$ cat config.mk
export PLATFORM = sky130hd
export DESIGN_NAME = dma_irq_regs
export DESIGN_NICKNAME = d
export VERILOG_FILES = /design/src/rtl/dma_irq_pkg.sv /design/src/rtl/dma_irq_decode.sv /design/src/rtl/dma_irq_counter.sv /design/src/rtl/dma_irq_status.sv /design/src/rtl/dma_irq_regs.sv
export SDC_FILE = /design/constraint.sdc
export NUM_CORES = 1
export LEC_CHECK = 0
export ABC_AREA = 0
export CORE_MARGIN = 2
export CORE_UTILIZATION = 41
export CTS_CLUSTER_SIZE = 14
export DETAILED_ROUTE_END_ITERATION = 12
export GPL_TIMING_DRIVEN = 0
export PLACE_DENSITY = 0.77
export SYNTH_ARGS = -nofsm -noshare
export SYNTH_HDL_FRONTEND = slang
export SYNTH_SLANG_ARGS = --single-unit
export TNS_END_PERCENT = 50
$ cat constraint.sdc
create_clock -name clk -period 1.7 [get_ports clk]
set_input_delay 0.255 -clock clk [delete_from_list [all_inputs] [get_ports clk]]
set_output_delay 0.255 -clock clk [all_outputs]
set_load 0.01 [all_outputs]
$ cat src/rtl/dma_irq_pkg.sv
// Package: shared bit positions, register offsets and decode type of the
// DMA channel interrupt unit. Assumes a word-indexed register window.
package dma_irq_pkg;

    localparam int STAT_W  = 12;
    localparam int FAULT_W = 5;
    localparam int NUM_CNT = 2;

    // Status bit positions (software decodes these)
    localparam int B_INVALID   = 0;
    localparam int B_SRC_DONE  = 1;
    localparam int B_DST_DONE  = 2;
    localparam int B_BYTE_OVF  = 3;
    localparam int B_SRC_WRAP  = 4;
    localparam int B_DST_WRAP  = 5;
    localparam int B_SRC_DRD   = 6;
    localparam int B_DST_DRD   = 7;
    localparam int B_DATA_RD   = 8;
    localparam int B_DATA_WR   = 9;
    localparam int B_XFER_DONE = 10;
    localparam int B_PAUSED    = 11;

    // Word offsets
    localparam int OFF_STATUS  = 0;
    localparam int OFF_MASK    = 1;
    localparam int OFF_ENABLE  = 2;
    localparam int OFF_DISABLE = 3;
    localparam int OFF_SRC_CNT = 4;
    localparam int OFF_DST_CNT = 5;

    typedef enum logic [2:0] {
        SEL_STATUS  = 3'd0,
        SEL_MASK    = 3'd1,
        SEL_ENABLE  = 3'd2,
        SEL_DISABLE = 3'd3,
        SEL_SRC_CNT = 3'd4,
        SEL_DST_CNT = 3'd5,
        SEL_NONE    = 3'd6
    } reg_sel_e;

endpackage

$ cat src/rtl/dma_irq_decode.sv
// Module: dma_irq_decode
// Maps a word offset onto a register select. Assumes whole-word accesses;
// every offset not listed decodes to SEL_NONE.
module dma_irq_decode
    import dma_irq_pkg::*;
#(
    parameter int ADDR_W = 4
) (
    input  logic [ADDR_W-1:0] addr,
    output reg_sel_e          sel
);

    // Purpose: pure offset compare, no state
    always_comb begin
        if (addr == ADDR_W'(OFF_STATUS))       sel = SEL_STATUS;
        else if (addr == ADDR_W'(OFF_MASK))    sel = SEL_MASK;
        else if (addr == ADDR_W'(OFF_ENABLE))  sel = SEL_ENABLE;
        else if (addr == ADDR_W'(OFF_DISABLE)) sel = SEL_DISABLE;
        else if (addr == ADDR_W'(OFF_SRC_CNT)) sel = SEL_SRC_CNT;
        else if (addr == ADDR_W'(OFF_DST_CNT)) sel = SEL_DST_CNT;
        else                                   sel = SEL_NONE;
    end

endmodule

$ cat src/rtl/dma_irq_counter.sv
// Module: dma_irq_counter
// Completion counter with clear-on-read. An increment in the same cycle
// as a clear leaves the count at 1. The wrap flag pulses combinationally
// when an increment rolls the all-ones value over to zero.
module dma_irq_counter #(
    parameter int CNT_W = 8
) (
    input  logic             clk,
    input  logic             rst_n,
    input  logic             inc,
    input  logic             clr,
    output logic [CNT_W-1:0] count,
    output logic             wrap
);

    localparam logic [CNT_W-1:0] CNT_MAX = '1;
    localparam logic [CNT_W-1:0] CNT_ONE = CNT_W'(1);

    // Purpose: flag a roll-over that is not masked by a simultaneous clear
    always_comb wrap = inc && !clr && (count == CNT_MAX);

    // Purpose: count register with clear, increment and merged case
    always_ff @(posedge clk) begin
        if (!rst_n)          count <= '0;
        else if (inc && clr) count <= CNT_ONE;
        else if (clr)        count <= '0;
        else if (inc)        count <= count + CNT_ONE;
    end

endmodule

$ cat src/rtl/dma_irq_status.sv
// Module: dma_irq_status
// Holds the sticky status word, the mask word and the registered
// interrupt line. A set beats a write-1-to-clear of the same bit.
// The mask resets to all ones and changes only through the unmask and
// mask ports.
module dma_irq_status #(
    parameter int STAT_W = 12
) (
    input  logic              clk,
    input  logic              rst_n,
    input  logic [STAT_W-1:0] set_vec,
    input  logic [STAT_W-1:0] w1c_vec,
    input  logic              unmask_wr,
    input  logic              mask_wr,
    input  logic [STAT_W-1:0] mask_bits,
    output logic [STAT_W-1:0] status,
    output logic [STAT_W-1:0] mask,
    output logic              irq
);

    logic [STAT_W-1:0] status_next;
    logic [STAT_W-1:0] mask_next;

    // Purpose: next status, set dominates clear
    always_comb status_next = (status & ~w1c_vec) | set_vec;

    // Purpose: next mask from the unmask and mask ports
    always_comb begin
        mask_next = mask;
        if (unmask_wr) mask_next = mask_next & ~mask_bits;
        if (mask_wr)   mask_next = mask_next | mask_bits;
    end

    // Purpose: state registers; irq is registered from the next values
    always_ff @(posedge clk) begin
        if (!rst_n) begin
            status <= '0;
            mask   <= '1;
            irq    <= 1'b0;
        end else begin
            status <= status_next;
            mask   <= mask_next;
            irq    <= |(status_next & ~mask_next);
        end
    end

endmodule

$ cat src/rtl/dma_irq_regs.sv
// Module: dma_irq_regs (top)
// Register-mapped interrupt unit of one DMA channel. Assumes single-cycle
// read and write strobes and single-cycle event pulses. Read data is
// combinational while reg_rd is high.
module dma_irq_regs
    import dma_irq_pkg::*;
#(
    parameter int ADDR_W = 4,
    parameter int DATA_W = 32,
    parameter int CNT_W  = 8
) (
    input  logic              clk,
    input  logic              rst_n,
    input  logic              reg_rd,
    input  logic              reg_wr,
    input  logic [ADDR_W-1:0] reg_addr,
    input  logic [DATA_W-1:0] reg_wdata,
    output logic [DATA_W-1:0] reg_rdata,
    input  logic              ev_src_done,
    input  logic              ev_dst_done,
    input  logic              ev_xfer_done,
    input  logic              ev_paused,
    input  logic [FAULT_W-1:0] ev_fault,
    output logic              irq
);

    reg_sel_e          sel;
    logic [STAT_W-1:0] status_q;
    logic [STAT_W-1:0] mask_q;
    logic [STAT_W-1:0] set_vec;
    logic [STAT_W-1:0] w1c_vec;
    logic [STAT_W-1:0] wbits;
    logic [NUM_CNT-1:0] cnt_inc;
    logic [NUM_CNT-1:0] cnt_clr;
    logic [NUM_CNT-1:0] cnt_wrap;
    logic [CNT_W-1:0]  cnt_val [NUM_CNT];
    logic [CNT_W-1:0]  src_cnt;
    logic [CNT_W-1:0]  dst_cnt;
    logic              bad_access;
    logic              wdata_unused;

    assign wbits        = reg_wdata[STAT_W-1:0];
    assign wdata_unused = ^reg_wdata[DATA_W-1:STAT_W];

    dma_irq_decode #(.ADDR_W(ADDR_W)) u_decode (
        .addr (reg_addr),
        .sel  (sel)
    );

    // Purpose: counter increment and clear-on-read strobes
    always_comb begin
        cnt_inc = {ev_dst_done, ev_src_done};
        cnt_clr = {reg_rd && (sel == SEL_DST_CNT), reg_rd && (sel == SEL_SRC_CNT)};
    end

    for (genvar g = 0; g < NUM_CNT; g++) begin : g_cnt
        dma_irq_counter #(.CNT_W(CNT_W)) u_cnt (
            .clk   (clk),
            .rst_n (rst_n),
            .inc   (cnt_inc[g]),
            .clr   (cnt_clr[g]),
            .count (cnt_val[g]),
            .wrap  (cnt_wrap[g])
        );
    end

    assign src_cnt = cnt_val[0];
    assign dst_cnt = cnt_val[1];

    // Purpose: flag any access that decodes to no register
    always_comb bad_access = (reg_rd || reg_wr) && (sel == SEL_NONE);

    // Purpose: gather hardware set requests into status bit positions
    always_comb begin
        set_vec              = '0;
        set_vec[B_INVALID]   = bad_access;
        set_vec[B_SRC_DONE]  = ev_src_done;
        set_vec[B_DST_DONE]  = ev_dst_done;
        set_vec[B_BYTE_OVF]  = ev_fault[0];
        set_vec[B_SRC_WRAP]  = cnt_wrap[0];
        set_vec[B_DST_WRAP]  = cnt_wrap[1];
        set_vec[B_SRC_DRD]   = ev_fault[1];
        set_vec[B_DST_DRD]   = ev_fault[2];
        set_vec[B_DATA_RD]   = ev_fault[3];
        set_vec[B_DATA_WR]   = ev_fault[4];
        set_vec[B_XFER_DONE] = ev_xfer_done;
        set_vec[B_PAUSED]    = ev_paused;
    end

    // Purpose: software clear request for the status word
    always_comb w1c_vec = (reg_wr && sel == SEL_STATUS) ? wbits : '0;

    dma_irq_status #(.STAT_W(STAT_W)) u_status (
        .clk       (clk),
        .rst_n     (rst_n),
        .set_vec   (set_vec),
        .w1c_vec   (w1c_vec),
        .unmask_wr (reg_wr && sel == SEL_ENABLE),
        .mask_wr   (reg_wr && sel == SEL_DISABLE),
        .mask_bits (wbits),
        .status    (status_q),
        .mask      (mask_q),
        .irq       (irq)
    );

    // Purpose: read mux, zero-extended; write-only and unmapped read 0
    always_comb begin
        reg_rdata = '0;
        if (reg_rd) begin
            case (sel)
                SEL_STATUS:  reg_rdata[STAT_W-1:0] = status_q;
                SEL_MASK:    reg_rdata[STAT_W-1:0] = mask_q;
                SEL_SRC_CNT: reg_rdata[CNT_W-1:0]  = src_cnt;
                SEL_DST_CNT: reg_rdata[CNT_W-1:0]  = dst_cnt;
                default:     reg_rdata = '0;
            endcase
        end
    end

endmodule

==> impl_metrics.py <==
metrics = {
    "critical_path": {
        "crit_path_end_kind": "output port",
        "cp_num_buf_inv": 1,
        "max_stage_delay_ns": 0.46,
        "crit_family": "multiplexers",
        "cp_max_fo": 2,
        "crit_path_start_kind": "register",
        "crit_slowest_cell": "mux4_2",
        "crit_required_ns": 1.44,
        "crit_type": "reg2out",
        "worst_ep_arrival_time_ns": 1.42,
        "worstPathCellList": "mux4_2, and3_4, buf_6",
    },
    "finish": {
        "finalNetCount": 386,
        "n_antenna_cell": 0,
        "area_growth_pct": 39.2,
        "fill_cells": 508,
        "drive_gt1_share_pct": 35.7,
        "finish.utilization_pct": 59.4,
        "final_cell_mix": "buf_4, nand2_1, dfxtp_1",
        "layout_commonest_cell": "buf_4",
    },
    "synthesis": {
        "netlist_area_sq_um": 2350,
        "synthTopCellsByArea": "dfxtp_1, mux4_2, buf_4, nand2_1, xor2_1",
        "yosysUniqueCellTypes": 46,
        "seq_area_frac_synth_pct": 35.0,
        "synth-seq-cells": 41,
        "synthDominantCellAreaShare_pct": 35.0,
        "yosysWarnings": 0,
        "synth_cells": 253,
        "synth.largest_area_cell": "dfxtp_1",
        "avgSynthCellArea_sq_um": 9.28,
    },
    "drt": {
        "drtAntennaViolNets": 0,
        "finalWirelength_microns": 6200,
        "drc": 0,
        "wl_per_cell_microns": 15.2,
        "first_pass_iters": 6,
        "vias": 2151,
        "viasPerCell": 5.27,
        "drt-initial-drc-count": 126,
    },
    "cts": {
        "cts_tree": "built",
        "cts_max_level": 2,
        "clockRootBuffer": "clkbuf_8",
        "clk_pin_slew_ns": 0.07,
        "insertion_delay_ns": 0.30,
        "numCtsBuffers": 5,
        "cts_buffer_depth": 2,
        "holdBufCountCts": 0,
        "cts.sinks": 41,
    },
    "timing": {
        "setup_viol": 0,
        "worst_pin_slew_ns": 0.558,
        "final_max_slew_viol_count": 0,
        "worst_clock_skew_ns": 0.0105,
        "fin_ws_ns": 0.0284,
        "finalHoldViolCount": 0,
        "min_period_ns": 1.67,
        "max-slew-margin-rel_pct": 62.8,
        "rsz0062_at_grt": "yes",
        "fmax_ghz": 0.598,
        "min_period_over_period_pct": 98.3,
    },
    "global_route": {
        "grt_pass1_wl_microns": 10100,
        "track_usage_pct": 20.8,
        "grt_pass1_vias": 2159,
        "grt_overflow": 0,
        "antenna_found_initial": 0,
        "grt_start_max_net_pins": 14,
    },
    "pwr": {
        "powerDensity_nw_per_um2": 685,
        "ir_drop_uv": 684,
        "power.total_mw": 2.24,
        "leakage_nw": 1.45,
    },
    "placement": {
        "gp_congestion": 0.872,
        "hpwl_microns": 4350,
        "dpl_worst_slack_ns": -1.14,
        "portBuffers": 39,
    },
    "outcome": {
        "outcome": "completed",
    },
    "run": {
        "maxCapViolCount": 0,
    },
    "die": {
        "core.rowCount": 27,
        "core_sq_um": 5510,
        "die_area_sq_um": 6350,
        "die_w_microns": 79.7,
        "start_util_pct": 42.6,
        "io_pins": 82,
        "dieHeight_microns": 79.7,
    },
    "worst_hold_path": {
        "hp-class": "in2reg",
    },
}
==> sequential cells by signal, indices dropped and copies added, names as in the netlist <==
signal / flops
u_status.irq: 1
u_status.status: 12
u_status.mask: 12
g_cnt.u_cnt.count: 16
==> what timing repair did <==
| item | in CTS | in global routing |
|---|---|---|
| gates cloned | 0 | 0 |
| setup endpoints to repair | 33 | 10 |
| pin swaps | 6 | 8 |
| resized for setup | 104 | 17 |
| buffers inserted | 14 | 3 |
==> layout make-up <==
type / instances / area, sq um / share of cell area [%]
multi-input combinational: 193 / 1430 / 43.7
sequential: 41 / 856 / 26.2
timing repair buffer: 56 / 493 / 15.1
buffer: 32 / 259 / 7.92
tap: 72 / 90.1 / 2.76
clock buffer: 6 / 82.6 / 2.53
clock inverter: 2 / 37.5 / 1.15
inverter: 6 / 22.5 / 0.689
==> tightest hold or removal path: stages <==
cell      delay [ns]
clkbuf_1        0.18
inv_1           0.14
a21oi_1         0.07
==> final timing paths <==
kind	from	endpoint	slack, ns	depth (start not counted)
hold reg to reg	u_status.status[7]	u_status.status[7]	0.52	2
setup reg to reg	g_cnt[1].u_cnt.count[1]	u_status.irq	0.16	7
setup / recovery	g_cnt[1].u_cnt.count[3]	reg_rdata[3]	0.03	3
hold / removal	ev_dst_done	u_status.status[2]	0.40	3
==> cells in the mapped netlist, drive strengths merged <==
library cell	instances
ha	2
mux4	8
a21o	3
conb	1
nor4	1
a41oi	1
and4bb	1
buf	28
and4b	1
or4	1
a222oi	6
clkbuf	4
and4	1
nand4	6
dfxtp	41
a21oi	8
a22o	2
and2b	1
and2	5
a22oi	5
or2	2
and3	9
a21bo	7
nand2	32
mux2i	6
xor2	10
o31ai	1
inv	5
a2111oi	2
a221o	6
nor3	4
o22a	1
a21boi	1
xnor2	4
nand3	2
nor4b	1
clkinv	1
nor2b	11
a41o	1
o21ai	1
nor2	20
==> power by group <==
group	switching, mW	internal (mW)	total (mW)
Sequential	0.0199	0.987	1.01
Combinational	0.188	0.217	0.405
Clock	0.349	0.477	0.827
==> metrics by stage <==
stage | instance area, sq um | TNS (ns) | std cells | hold slack, ns
after CTS | 3180 | 0 | 405 | 0.380
after global routing | 3270 | -0.0762 | 408 | 0.418
after floorplan | 2420 | 0 | 272 | 0.383
final | 3270 | 0 | 408 | 0.399
after global placement | 2900 | -25.23 | 383 | 0.489
after detailed placement | 2900 | -26.21 | 383 | 0.495
==> routing by layer <==
layer	vias up	track usage [%]	part of all wire, %
li1	1043	-	-
met1	1003	25.8	41
met2	95	33.9	49
met3	10	6.22	9.0
met4	0	7.93	1.7
met5	-	0	0
==> cell families after synthesis <==
group / share of synthesized area [%]
and+or+nand+nor: 21.7
AOI/OAI and AO/OA: 16.2
DFF: 35.0
buffers and inverters: 10.2
xor gates and xnor gates: 5.22
muxes: 10.4
adders and majority gates: 1.07
other: 0.160
Power figures use the tool's default switching activity.
